--- src/rtl/updn_ctr_pkg.sv ---
package updn_ctr_pkg;

  typedef enum logic [1:0] {
    MODE_LOAD = 2'b00,
    MODE_UP   = 2'b01,
    MODE_DOWN = 2'b10,
    MODE_HOLD = 2'b11
  } ctr_mode_e;

  // mask of the low w bits
  function automatic logic [31:0] ctr_mask(input int unsigned w);
    logic [31:0] m;
    if (w >= 32) m = '1;
    else         m = (32'd1 << w) - 32'd1;
    return m;
  endfunction

  // one step in the chosen direction, wrapping inside w bits
  function automatic logic [31:0] ctr_step(input logic [31:0] v, input logic up,
                                           input int unsigned w);
    logic [31:0] r;
    if (up) r = v + 32'd1;
    else    r = v - 32'd1;
    return r & ctr_mask(w);
  endfunction

  // value at which the carry-out fires
  function automatic logic [31:0] ctr_end_value(input logic up, input int unsigned w);
    return up ? ctr_mask(w) : 32'd0;
  endfunction

  // value one count before the end value
  function automatic logic [31:0] ctr_pre_value(input logic up, input int unsigned w);
    return up ? (ctr_mask(w) - 32'd1) : 32'd1;
  endfunction

endpackage

--- src/rtl/updn_mode_dec.sv ---
module updn_mode_dec
  import updn_ctr_pkg::*;
(
  input  logic [1:0] mode_sel,
  input  logic       cin_n,
  input  logic       lcin_n,
  output logic       load_en,
  output logic       step_en,
  output logic       dir_up
);
  ctr_mode_e mode;
  logic      count_mode;

  always_comb begin
    mode       = ctr_mode_e'(mode_sel);
    load_en    = (mode == MODE_LOAD);
    count_mode = (mode == MODE_UP) || (mode == MODE_DOWN);
    step_en    = count_mode && !cin_n && !lcin_n;
    dir_up     = (mode == MODE_UP);
  end
endmodule

--- src/rtl/updn_next_state.sv ---
module updn_next_state
  import updn_ctr_pkg::*;
#(
  parameter int WIDTH = 6
) (
  input  logic [WIDTH-1:0] cur,
  input  logic [WIDTH-1:0] preset,
  input  logic             load_en,
  input  logic             step_en,
  input  logic             dir_up,
  output logic [WIDTH-1:0] nxt,
  output logic             hit_end,
  output logic             hit_pre
);
  logic [WIDTH-1:0] stepped;
  logic [WIDTH-1:0] end_val;
  logic [WIDTH-1:0] pre_val;

  always_comb begin
    stepped = WIDTH'(ctr_step(32'(cur), dir_up, WIDTH));
    end_val = WIDTH'(ctr_end_value(dir_up, WIDTH));
    pre_val = WIDTH'(ctr_pre_value(dir_up, WIDTH));
    if (load_en)      nxt = preset;
    else if (step_en) nxt = stepped;
    else              nxt = cur;
    // flags only when the stage actually steps into the value
    hit_end = step_en && (stepped == end_val);
    hit_pre = step_en && (stepped == pre_val);
  end
endmodule

--- src/rtl/updn_flag_reg.sv ---
module updn_flag_reg #(
  parameter int NUM_FLAGS = 2
) (
  input  logic                 clk,
  input  logic                 rst,
  input  logic [NUM_FLAGS-1:0] fire,
  output logic [NUM_FLAGS-1:0] flag_n
);
  for (genvar g = 0; g < NUM_FLAGS; g++) begin : g_flag
    always_ff @(posedge clk or posedge rst) begin
      if (rst) flag_n[g] <= 1'b1;
      else     flag_n[g] <= !fire[g];
    end
  end
endmodule

--- src/rtl/updn_ctr6.sv ---
module updn_ctr6 #(
  parameter int WIDTH = 6
) (
  input  logic             clk,
  input  logic             rst,
  input  logic [1:0]       mode_sel,
  input  logic [WIDTH-1:0] preset,
  input  logic             cin_n,
  input  logic             lcin_n,
  output logic [WIDTH-1:0] count,
  output logic             co_n,
  output logic             lco_n
);
  localparam int NUM_FLAGS = 2;
  localparam int FLAG_END  = 0;
  localparam int FLAG_PRE  = 1;

  logic                 load_en;
  logic                 step_en;
  logic                 dir_up;
  logic [WIDTH-1:0]     nxt_count;
  logic                 hit_end;
  logic                 hit_pre;
  logic [NUM_FLAGS-1:0] fire;
  logic [NUM_FLAGS-1:0] flag_n;

  updn_mode_dec dec_i (
    .mode_sel (mode_sel),
    .cin_n    (cin_n),
    .lcin_n   (lcin_n),
    .load_en  (load_en),
    .step_en  (step_en),
    .dir_up   (dir_up)
  );

  updn_next_state #(.WIDTH(WIDTH)) nxt_i (
    .cur      (count),
    .preset   (preset),
    .load_en  (load_en),
    .step_en  (step_en),
    .dir_up   (dir_up),
    .nxt      (nxt_count),
    .hit_end  (hit_end),
    .hit_pre  (hit_pre)
  );

  always_comb begin
    fire           = '0;
    fire[FLAG_END] = hit_end;
    fire[FLAG_PRE] = hit_pre;
  end

  updn_flag_reg #(.NUM_FLAGS(NUM_FLAGS)) flag_i (
    .clk    (clk),
    .rst    (rst),
    .fire   (fire),
    .flag_n (flag_n)
  );

  always_ff @(posedge clk or posedge rst) begin
    if (rst) count <= '0;
    else     count <= nxt_count;
  end

  assign co_n  = flag_n[FLAG_END];
  assign lco_n = flag_n[FLAG_PRE];
endmodule

--- config.mk ---
export PLATFORM = sky130hd
export DESIGN_NAME = updn_ctr6
export DESIGN_NICKNAME = d
export VERILOG_FILES = /design/src/rtl/updn_ctr_pkg.sv /design/src/rtl/updn_mode_dec.sv /design/src/rtl/updn_next_state.sv /design/src/rtl/updn_flag_reg.sv /design/src/rtl/updn_ctr6.sv
export SDC_FILE = /design/constraint.sdc
export NUM_CORES = 1
export LEC_CHECK = 0
export BUFFER_PORTS_ARGS = -buffer_cell sky130_fd_sc_hd__buf_2
export CAP_MARGIN = 20
export CELL_PAD_IN_SITES_DETAIL_PLACEMENT = 0
export CELL_PAD_IN_SITES_GLOBAL_PLACEMENT = 1
export CORE_MARGIN = 2
export CORE_UTILIZATION = 36
export DETAILED_ROUTE_END_ITERATION = 8
export PLACE_DENSITY = 0.82
export SYNTH_ARGS = -nofsm -noshare
export SYNTH_HDL_FRONTEND = slang
export SYNTH_SLANG_ARGS = --single-unit
--- constraint.sdc ---
create_clock -name clk -period 2.3 [get_ports clk]
set_input_delay 0.115 -clock clk [delete_from_list [all_inputs] [get_ports clk]]
set_output_delay 0.115 -clock clk [all_outputs]
set_load 0.02 [all_outputs]
==> metrics.md, run 1 <==
| Metric | Value |
|---|---|
| Grt ovf | 0 |
| Slew Limit Fails | 0 |
| Critical path origin | count[1] |
| Cell total after placement | 118 |
| Pin count of the biggest net entering global routing | 13 |
| Sequential cell area fraction in the yosys report | approximately 30% |
| Yosys top cell area share | 22.1% |
| Worst Setup End Kind | flop |
| Sequential share of power | about 29% |
| Initial core utilization | roughly 39% |
| Hold Vio Cnt, Final | 0 |
| Min cycle time layout | 1.98 ns |
| Syn Nets | between 90 and 100 |
| Maximum vdd ir drop | 0.434 mV |
| CTS tree | done |
| Area after DPL | between 800 and 900 um^2 |
| FF-to-FF path depth | 6 |
| Initial antenna violation count | 0 |
| Actual slew at the worst max-slew pin | 0.455 ns |
| Vias in the first global route | 565 |
| Critical Path Stages | 6 |
| Clock Tree Root | clkbuf_4 |
| Highest Clock Rate | about 0.5 GHz |
| Worst hold slack | about 0.063 ns |
| Cell taking the most area after synthesis | dfrtp_1 |
| IO buf count | 19 |
| Crit Path Class | flop to flop |
| CP max FO | 5 |
| Vias per inst | 4.98 |
| Clock Skews | about 0.0044 ns |
| Cts bufs inserted | 3 |
| Cell Chain, Critical Path | fa_1, a21o_1, a21oi_1, xnor2_1, nor4b_1, o21ai_1 |
| Boundary Pins | 20 |
| Clock share of power | 17.3% |
| GRT Overall Usage | 15.3% |
| Diode count | 0 |
| Hold Path Stages | 3 |
| Die X-Extent | 47.5 um |
| Reg clk slew, reported paths | 0.06 ns |
| CP top delay family | compound AO/OA/AOI/OAI gates |
| CTS sink count | 8 |
| #FFs+latches synth | 8 |
| Slowest cell delay on critical path | 0.45 ns |
| Power Density | 794 mW/mm^2 |
| HPWL after DPL | 1.14 mm |
| Sum Neg Setup Slack | 0 ns |
| Finished Core Util | 48.5% |
| Gate power share | between 50% and 60% |
| Clk buf depth | 2 |
| Endpoints failing setup | 0 |
| CP Data Required Time | 2.47 ns |
| Status | finished clean |
| Routed WL | 1.42 mm |
| Non-filler cells, final | 123 |
| Drt first pass iters | 4 |
| Max cap viols | 0 |
| Post-Place Worst Slack | 0.223 ns |
| Static leakage | ~0.38 nW |
| P_sw | 0.288 mW |
| Synth Warn # | 0 |
| Std-Cell Rows | 15 |
| Reg2reg start | count[1] |
| Most common cell after layout, fill and taps aside | buf_2 |
| Die height | 47.5 um |
| Final antenna-violating net count | 0 |
| Final instance area | 846 um^2 |
| Share of layout cells above drive strength 1 | 33.7% |
| CP bufs+invs | 0 |
| Core area | 0.00175 mm^2 |
| Gates resized, CTS repair | 0 |
| Worst setup SP type | flop |
| Global-route wire length before repair | 2.39 mm |
| Sw frac | 42.9% |
| Worst-Skew Late Latency | about 0.25 ns |
| Tot Pwr | 0.672 mW |
| Synth top area cells | dfrtp_1 22%, ha_1 11%, dfstp_2 7.7% |
| Vias | 612 |
| RD Place Congestion | 0.746 |
| RSZ-0062 raised after global routing | no |
| Internal | 0.383 mW |
| CTS H-tree depth | 1 |
| Commonest non-fill, non-tap cells in the layout | 19 x buf_2, 8 x o21ai_0, 7 x nand2_1 |
| Worst min-delay path class | primary input to flop |
| Die area | 0.00225 mm^2 |
| Remaining DRCs | 0 |
| Min-Delay Startpoint | preset[3] |
| WL/cell | 11.5 um |
| Post-Syn Area per Cell | 9.20 um^2 |
| Area grow syn2layout | 24.3% |
| Initial drt markers | 5 |
| Mapped cell area | slightly below 700 um^2 |
| Mapped Cells | 74 |
| Worst setup margin | approximately 0.32 ns |
| Slew HR | between 60 and 70% |
| CP max stage cell | dfrtp_1 |
| Critical Path AT | 2.16 ns |
| Tcrit/Tclk final | 86.2% |
| Fillcell total | 170 |
| Nets@finish | 118 |
| Synth cell types | 31 |
## power by group through the flow
| stage | sequential [mW] | clock [mW] | combinational, mW |
|---|---|---|---|
| after floorplan | 0.223 | 0 | 0.244 |
| after global placement | 0.196 | 0 | 0.358 |
| after detailed placement | 0.195 | 0 | 0.361 |
| after CTS | 0.194 | 0.121 | 0.365 |
| after global routing | 0.198 | 0.134 | 0.404 |
| final | 0.193 | 0.116 | 0.362 |
## synthesized netlist by cell type
master    instances
o21a_1            1
a211oi_2          3
o21bai_1          1
o2111a_1          2
buf_6             1
xnor2_1           3
nor4_1            1
ha_1              6
nor2_1            3
o21ai_0           8
xor2_1            2
nor4b_1           1
a21o_2            1
a211oi_1          1
fa_1              1
clkbuf_1          1
a31o_2            1
a21o_1            1
mux2i_1           3
or3_1             1
inv_1             6
nor3b_2           1
nor2b_1           1
buf_2             1
dfstp_2           2
nor3_1            1
and2_1            1
dfrtp_1           6
a21oi_1           4
nand2_1           7
o21ai_1           2
## repair_timing
item                                   in CTS  in global routing
endpoints found under the hold margin       6                  0
hold buffers                                1                  0
setup endpoints to repair                   0                  0
buffers inserted                            0                  0
## final cells by class
class	count	area [um^2]	share of cell area [%]
flip-flops and latches	8	203	24.0
repair buffers	23	128	15.1
inverters	6	22.5	2.66
multi-input cells	57	435	51.5
well taps	25	31.3	3.70
clock buffers	4	26.3	3.11
## path summary, 6_finish.rpt
kind / to / slack [ns]
hold / removal: count[3] / 0.06
setup reg to reg: flag_i.flag_n[1] / 0.32
min in group asynchronous: count[3] / 0.35
setup / recovery: flag_i.flag_n[1] / 0.32
max in group asynchronous: flag_i.flag_n[0] / 1.66
hold reg to reg: count[2] / 0.62
## worst min-delay path: cells and delay by family
kind                   cells  cell delay [ns]
and+or+nand+nor            1             0.04
buffers and inverters      1             0.07
AOI/OAI and AO/OA          1             0.05
## state kept, by name (all words and copies together), names as in the netlist
signal         count
count              6
flag_i.flag_n      2
## metal layers
metal	track usage (%)	part of all wire (%)	up-vias
met2	23.5	47	16
li1	-	-	316
met4	8.89	0.71	0
met1	20.2	49	278
met5	0	0	-
met3	2.64	3.6	2
## kinds of logic after synthesis
family,after synthesis,synth area share (%)
muxes,3,4.41
DFF,8,29.8
adders and majority gates,7,14.0
buffers and inverters,9,6.25
and+or+nand+nor,17,13.1
xor gates and xnor gates,5,6.43
AOI/OAI and AO/OA,25,26.1
(Power assumes the default switching activity.)
==> run 2, diff against run 1 <==
--- a/config.mk
+++ b/config.mk
@@ -12,7 +12,9 @@
 export CORE_MARGIN = 2
 export CORE_UTILIZATION = 36
 export DETAILED_ROUTE_END_ITERATION = 8
-export PLACE_DENSITY = 0.82
+export PLACE_DENSITY = 0.81
+export RECOVER_POWER = 25
+export SLEW_MARGIN = 25
 export SYNTH_ARGS = -nofsm -noshare
 export SYNTH_HDL_FRONTEND = slang
 export SYNTH_SLANG_ARGS = --single-unit
==> run 2 against run 1 <==
Compared with the run above:
- combinational power decreased by 1%
- global-route usage decreased by 0.65 points
- critical path type unchanged
- fmax increased by 1.0%
==> metrics.md, run 2 (same netlist as run 1, synthesis figures left out) <==
| Metric | Value |
|---|---|
| Initial drt markers | 7 (+2) |
| Vias | 601 (-1.8%) |
| CP top delay family | compound AO/OA/AOI/OAI gates |
| Initial core utilization | 39.0% (unchanged) |
| Clock Tree Root | clkbuf_4 |
| Cts bufs inserted | 3 (unchanged) |
| Crit Path Class | flop to flop |
| Slew Limit Fails | 0 (unchanged) |
| Grt ovf | 0 (unchanged) |
| Final antenna-violating net count | 0 (unchanged) |
| Final instance area | 846 um^2 (unchanged) |
| Actual slew at the worst max-slew pin | 0.414 ns (-0.0411 ns) |
| Slowest cell delay on critical path | 0.44 ns (about the same) |
| Worst-Skew Late Latency | 0.26 ns (about the same) |
| GRT Overall Usage | 14.7% (-0.65 points) |
| Worst min-delay path class | primary input to flop |
| Cell Chain, Critical Path | ha_1, a211oi_2, nor2_1, or3_1, a211oi_2, o21ai_1 |
| Post-CTS setup buffers | 0 (unchanged) |
| GR peak layer | met2 |
| Internal | 0.382 mW (-0.21%) |
| P_sw | 0.285 mW (-1.3%) |
| RD Place Congestion | 0.762 (+2.1%) |
| Vias in the first global route | 511 (-9.6%) |
| Status | finished clean |
| Global-route wire length before repair | 2.26 mm (-5.8%) |
| CP bufs+invs | 0 (unchanged) |
| Clk buf depth | 2 (unchanged) |
| Largest register FFs | 6 (unchanged) |
| Vias per inst | 4.89 (-1.8%) |
| Area of the multi-input gates | 435 um^2 (unchanged) |
| Boundary Pins | 20 (unchanged) |
| Hold Vio Cnt, Final | 0 (unchanged) |
| CTS sink count | 8 (unchanged) |
| CP Data Required Time | 2.47 ns (about the same) |
| IO buf count | 19 (unchanged) |
| Area grow syn2layout | 24.3% (unchanged) |
| Routed WL | 1.40 mm (-1.1%) |
| Clock Skews | 0.00909 ns (+0.00466 ns) |
| Share of layout cells above drive strength 1 | 33.7% (unchanged) |
| Core area | 0.00175 mm^2 (unchanged) |
| Pin count of the biggest net entering global routing | 13 (unchanged) |
| Commonest non-fill, non-tap cells in the layout | 19 x buf_2, 8 x o21ai_0, 7 x nand2_1 |
| Met1 Usage GRT | 20.8% (+0.61 points) |
| Die area | 0.00225 mm^2 (unchanged) |
| Remaining DRCs | 0 (unchanged) |
| HPWL after DPL | 1.12 mm (-1.9%) |
| Top Registers | count (6), flag_i.flag_n (2) |
| Maximum vdd ir drop | 0.426 mV (-1.8%) |
| Fillcell total | 162 (-4.7%) |
| Min cycle time layout | 1.96 ns (-0.0201 ns) |
| CP max stage cell | dfrtp_1 |
| Most flop-heavy register | count |
| Highest Clock Rate | 0.509 GHz (+1.0%) |
| Critical Path AT | 2.13 ns (-0.03 ns) |
| Sequential share of power | 28.8% (about the same) |
| Worst Setup End Kind | flop |
| Sw frac | 42.7% (-0.28 points) |
| Tcrit/Tclk final | 85.3% (-0.88 points) |
| Area after DPL | 810 um^2 (unchanged) |
| Seq. cell area | 203 um^2 (unchanged) |
| Die X-Extent | 47.5 um (unchanged) |
| CP max FO | 5 (unchanged) |
| WL/cell | 11.4 um (-1.1%) |
| Reg clk slew, reported paths | 0.06 ns (about the same) |
| Static leakage | 0.384 nW (unchanged) |
| Die height | 47.5 um (unchanged) |
| CTS tree | done |
| Gate power share | 53.5% (-0.5 points) |
| Power Density | 788 mW/mm^2 (-0.70%) |
| Nets@finish | 118 (unchanged) |
| Drt first pass iters | 4 (unchanged) |
| Initial antenna violation count | 0 (unchanged) |
| Diode count | 0 (unchanged) |
| Sum Neg Setup Slack | 0 ns (unchanged) |
| Std-Cell Rows | 15 (unchanged) |
| RSZ-0062 raised after global routing | no |
| Most Frequent Cell on Critical Path | a211oi_2 |
| Clock share of power | 17.7% (+0.4 points) |
| Max cap viols | 0 (unchanged) |
| GR Util met2 | 21.6% (-1.9 points) |
| Met3 Track Usage GR | 1.51% (-1.1 points) |
| Most common cell after layout, fill and taps aside | buf_2 |
| Endpoints failing setup | 0 (unchanged) |
| CTS H-tree depth | 1 (unchanged) |
| Worst setup SP type | flop |
| Slew HR | 72.2% (+2.8 points) |
==> run 2: cell counts in the layout (fill, tap and decap cells not counted) <==
Identical to the previous run, type by type.
==> run 2: repair_timing <==
action | CTS | global route
hold buffers | 1 | 0
resized for setup | 0 | 0
hold endpoints to repair | 6 | 0
==> run 2: path summary, 6_finish.rpt <==
kind	depth (start not counted)	slack, ns	start	end
worst max-delay path	6	0.34	count[1]	flag_i.flag_n[0]
worst min-delay path	3	0.06	preset[2]	count[2]
worst max register to register	6	0.34	count[1]	flag_i.flag_n[0]
worst min register to register	2	0.63	count[4]	count[4]
max in group asynchronous	3	1.65	rst	flag_i.flag_n[1]
min in group asynchronous	3	0.35	rst	count[3]
==> run 2: cell type report <==
| class | count | area share (%) |
|---|---|---|
| well taps | 25 | 3.70 |
| multi-input cells | 57 | 51.5 |
| flip-flops and latches | 8 | 24.0 |
| clock buffers | 4 | 3.11 |
| inverters | 6 | 2.66 |
| repair buffers | 23 | 15.1 |
==> run 2: per-stage QoR <==
step	total power, mW	worst slack [ns]	hold slack (ns)	instances	utilization, %
final	0.667	0.337	0.0608	123	48.5
after global routing	0.726	0.159	0.0760	123	48.5
after CTS	0.675	0.334	0.0599	123	48.5
after detailed placement	0.550	0.212	0.0784	118	46.4
after global placement	0.552	0.221	0.0710	118	46.4
after floorplan	0.467	0.367	-0.0708	74	-
==> run 2: worst min-delay path: cells and delay by family <==
kind	cells	cell delay, ns
buf+inv	1	0.07
compound gates	1	0.05
simple gates	1	0.04
==> run 2: power groups by stage <==
| stage | combinational, mW | clock, mW | sequential (mW) |
|---|---|---|---|
| 6_report | 0.357 | 0.118 | 0.192 |
| 5_1_grt | 0.400 | 0.129 | 0.197 |
| 4_1_cts | 0.358 | 0.124 | 0.193 |
| 3_5_place_dp | 0.355 | 0 | 0.195 |
| 3_3_place_gp | 0.357 | 0 | 0.195 |
| 2_1_floorplan | 0.244 | 0 | 0.223 |
==> run 2: per-layer routing <==
layer  up-vias  part of all wire (%)
met2        15                    46
met4         0                  0.93
met3         2                   3.8
met1       267                    49
li1        317                     -
met5         -                     0
==> run 3, diff against run 2 <==
--- a/config.mk
+++ b/config.mk
@@ -12,6 +12,7 @@
 export CORE_MARGIN = 2
 export CORE_UTILIZATION = 36
 export DETAILED_ROUTE_END_ITERATION = 8
+export GPL_TIMING_DRIVEN = 0
 export PLACE_DENSITY = 0.81
 export RECOVER_POWER = 25
 export SLEW_MARGIN = 25
==> constraint.sdc (replaced) <==
create_clock -name clk -period 1.9 [get_ports clk]
set_input_delay 0.095 -clock clk [delete_from_list [all_inputs] [get_ports clk]]
set_output_delay 0.095 -clock clk [all_outputs]
set_load 0.02 [all_outputs]
==> run 3 against run 2 <==
Compared with the run above:
- via count up 2.7%
- non-clock buffer count is 4 higher
- combinational power is 67% higher
- final cell count increased by 3.3%
- worst setup slack worse by 0.29 ns
- clock skew down 0.0020 ns
- critical path type unchanged
- largest cell class unchanged
- largest power group unchanged
==> metrics.md, run 3 (same netlist as run 1, synthesis figures left out) <==
| Metric | Value |
|---|---|
| Status | finished clean |
| Nets@finish | 122 (+3.4%) |
| Most flop-heavy register | count |
| Share of layout cells above drive strength 1 | 47.1% (+13 points) |
| Die X-Extent | 47.5 um (unchanged) |
| Vias | 617 (+2.7%) |
| Drt first pass iters | 4 (unchanged) |
| Worst-Skew Late Latency | 0.25 ns (about the same) |
| Final instance area | 963 um^2 (+14%) |
| Final antenna-violating net count | 0 (unchanged) |
| CP max FO | 4 (-1) |
| Cts bufs inserted | 3 (unchanged) |
| Grt ovf | 0 (unchanged) |
| Clk buf depth | 2 (unchanged) |
| Reg clk slew, reported paths | 0.06 ns (about the same) |
| Finished Core Util | 55.2% (+6.7 points) |
| Endpoints failing setup | 0 (unchanged) |
| Slowest cell delay on critical path | 0.44 ns (about the same) |
| CTS sink count | 8 (unchanged) |
| Reg2Reg Setup Slack | 0.05 ns (-0.29 ns) |
| Std-Cell Rows | 15 (unchanged) |
| Initial core utilization | 39.0% (unchanged) |
| CP top delay family | compound AO/OA/AOI/OAI gates |
| IO buf count | 19 (unchanged) |
| CP bufs+invs | 0 (unchanged) |
| CTS H-tree depth | 1 (unchanged) |
| Crit Path Class | flop to flop |
| Diode count | 0 (unchanged) |
| Top Registers | count (6), flag_i.flag_n (2) |
| Maximum vdd ir drop | 0.567 mV (+33%) |
| Area after DPL | 808 um^2 (-0.15%) |
| RSZ-0062 raised after global routing | yes |
| Worst setup SP type | flop |
| Worst min-delay path class | primary input to flop |
| Worst Setup End Kind | flop |
| Slew HR | 64.1% (-8.1 points) |
| Die area | 0.00225 mm^2 (unchanged) |
| Vias in the first global route | 567 (+11%) |
| Initial antenna violation count | 0 (unchanged) |
| Pin count of the biggest net entering global routing | 11 (-2) |
| Vias per inst | 4.86 (-0.57%) |
| Hold Vio Cnt, Final | 0 (unchanged) |
| RD Place Congestion | 0.747 (-2.0%) |
| Tot Pwr | 0.976 mW (+46%) |
| Clock Skews | 0.00708 ns (-0.00201 ns) |
| WL/cell | 12.0 um (+5.1%) |
| Die height | 47.5 um (unchanged) |
| CTS tree | done |
| Tcrit/Tclk final | 97.4% (+12 points) |
| Boundary Pins | 20 (unchanged) |
| CP max stage cell | dfrtp_2 |
| Largest register FFs | 6 (unchanged) |
| Critical Path AT | 2.02 ns (-0.11 ns) |
| Clock Tree Root | clkbuf_4 |
| Actual slew at the worst max-slew pin | 0.536 ns (+0.122 ns) |
| Highest Clock Rate | 0.540 GHz (+6.0%) |
| Non-filler cells, final | 127 (+3.3%) |
| Worst hold slack | 0.0427 ns (-0.0181 ns) |
| Cell total after placement | 118 (unchanged) |
| Max cap viols | 0 (unchanged) |
| Global-route wire length before repair | 2.38 mm (+5.5%) |
| Core area | 0.00175 mm^2 (unchanged) |
| Slew Limit Fails | 0 (unchanged) |
| Power Density | 1010 mW/mm^2 (+28%) |
| Most common cell after layout, fill and taps aside | buf_2 |
| Routed WL | 1.52 mm (+8.5%) |
| Cell Chain, Critical Path | ha_4, a211oi_4, nor2_4, or3_1, a211oi_2, o21ai_1 |
| Area grow syn2layout | 41.5% |
| Min cycle time layout | 1.85 ns (-0.112 ns) |
| Initial drt markers | 9 (+2) |
| GRT Overall Usage | 15.2% (+0.58 points) |
| Commonest non-fill, non-tap cells in the layout | 19 x buf_2, 7 x nand2_1, 5 x inv_1, 5 x o21ai_0, 5 x dfrtp_1 |
| Remaining DRCs | 0 (unchanged) |
| Static leakage | 0.414 nW (+7.8%) |
| HPWL after DPL | 1.09 mm (-2.9%) |
| CP Data Required Time | 2.07 ns (-0.40 ns) |
## run 3: changes by cell type in the layout (fill, tap and decap cells not counted), moves of 2 or more
cell / change
ha_1: -2
o21ai_1: +2
ha_4: +2
o21ai_0: -3
## run 3: power by group
group          leakage (nW)  internal [mW]  switching [mW]  total (mW)
clock network        0.0150         0.0805          0.0598       0.140
logic                 0.307          0.281           0.315       0.596
registers            0.0924          0.202          0.0377       0.240
## run 3: area by class of cell
cell class / count / area, um^2
timing repair buffer: 24 / 135
clock buffer: 4 / 26.3
inverter: 6 / 25.0
multi-input combinational: 57 / 519
fill: 155 / 782
buffer: 3 / 22.5
sequential: 8 / 204
tap: 25 / 31.3
## run 3: what timing repair did
item | 4_1_cts | 5_1_grt
endpoints found under the hold margin | 6 | 0
setup buffers | 1 | 3
pin swaps | 3 | 5
hold buffers | 1 | 0
gates resized for setup | 8 | 11
endpoints found under the setup margin | 3 | 4
## run 3: per-stage QoR
step                      TNS [ns]  worst slack, ns
after floorplan                  0           0.0286
after global placement      -0.858           -0.248
after detailed placement    -0.991           -0.263
after CTS                        0          0.00571
after global routing        -0.146          -0.0787
final                            0           0.0488
## run 3: routing by layer
layer / track usage, % / vias up / share of wire [%]
li1: - / 325 / -
met1: 19.8 / 274 / 47
met2: 24.1 / 16 / 48
met3: 2.64 / 2 / 4.2
met4: 8.33 / 0 / 0.86
met5: 0 / - / 0
## run 3: path summary, 6_finish.rpt
path | startpoint | endpoint | cells after the start
min in group asynchronous | rst | count[2] | 3
worst max-delay path | count[1] | flag_i.flag_n[0] | 6
worst min register to register | count[3] | count[3] | 2
worst max register to register | count[1] | flag_i.flag_n[0] | 6
worst min-delay path | preset[3] | count[3] | 3
max in group asynchronous | rst | flag_i.flag_n[1] | 3
## run 3: worst min-delay path, stage by stage
cell     delay [ns]
buf_2          0.07
nand2_1        0.04
o21ai_0        0.05
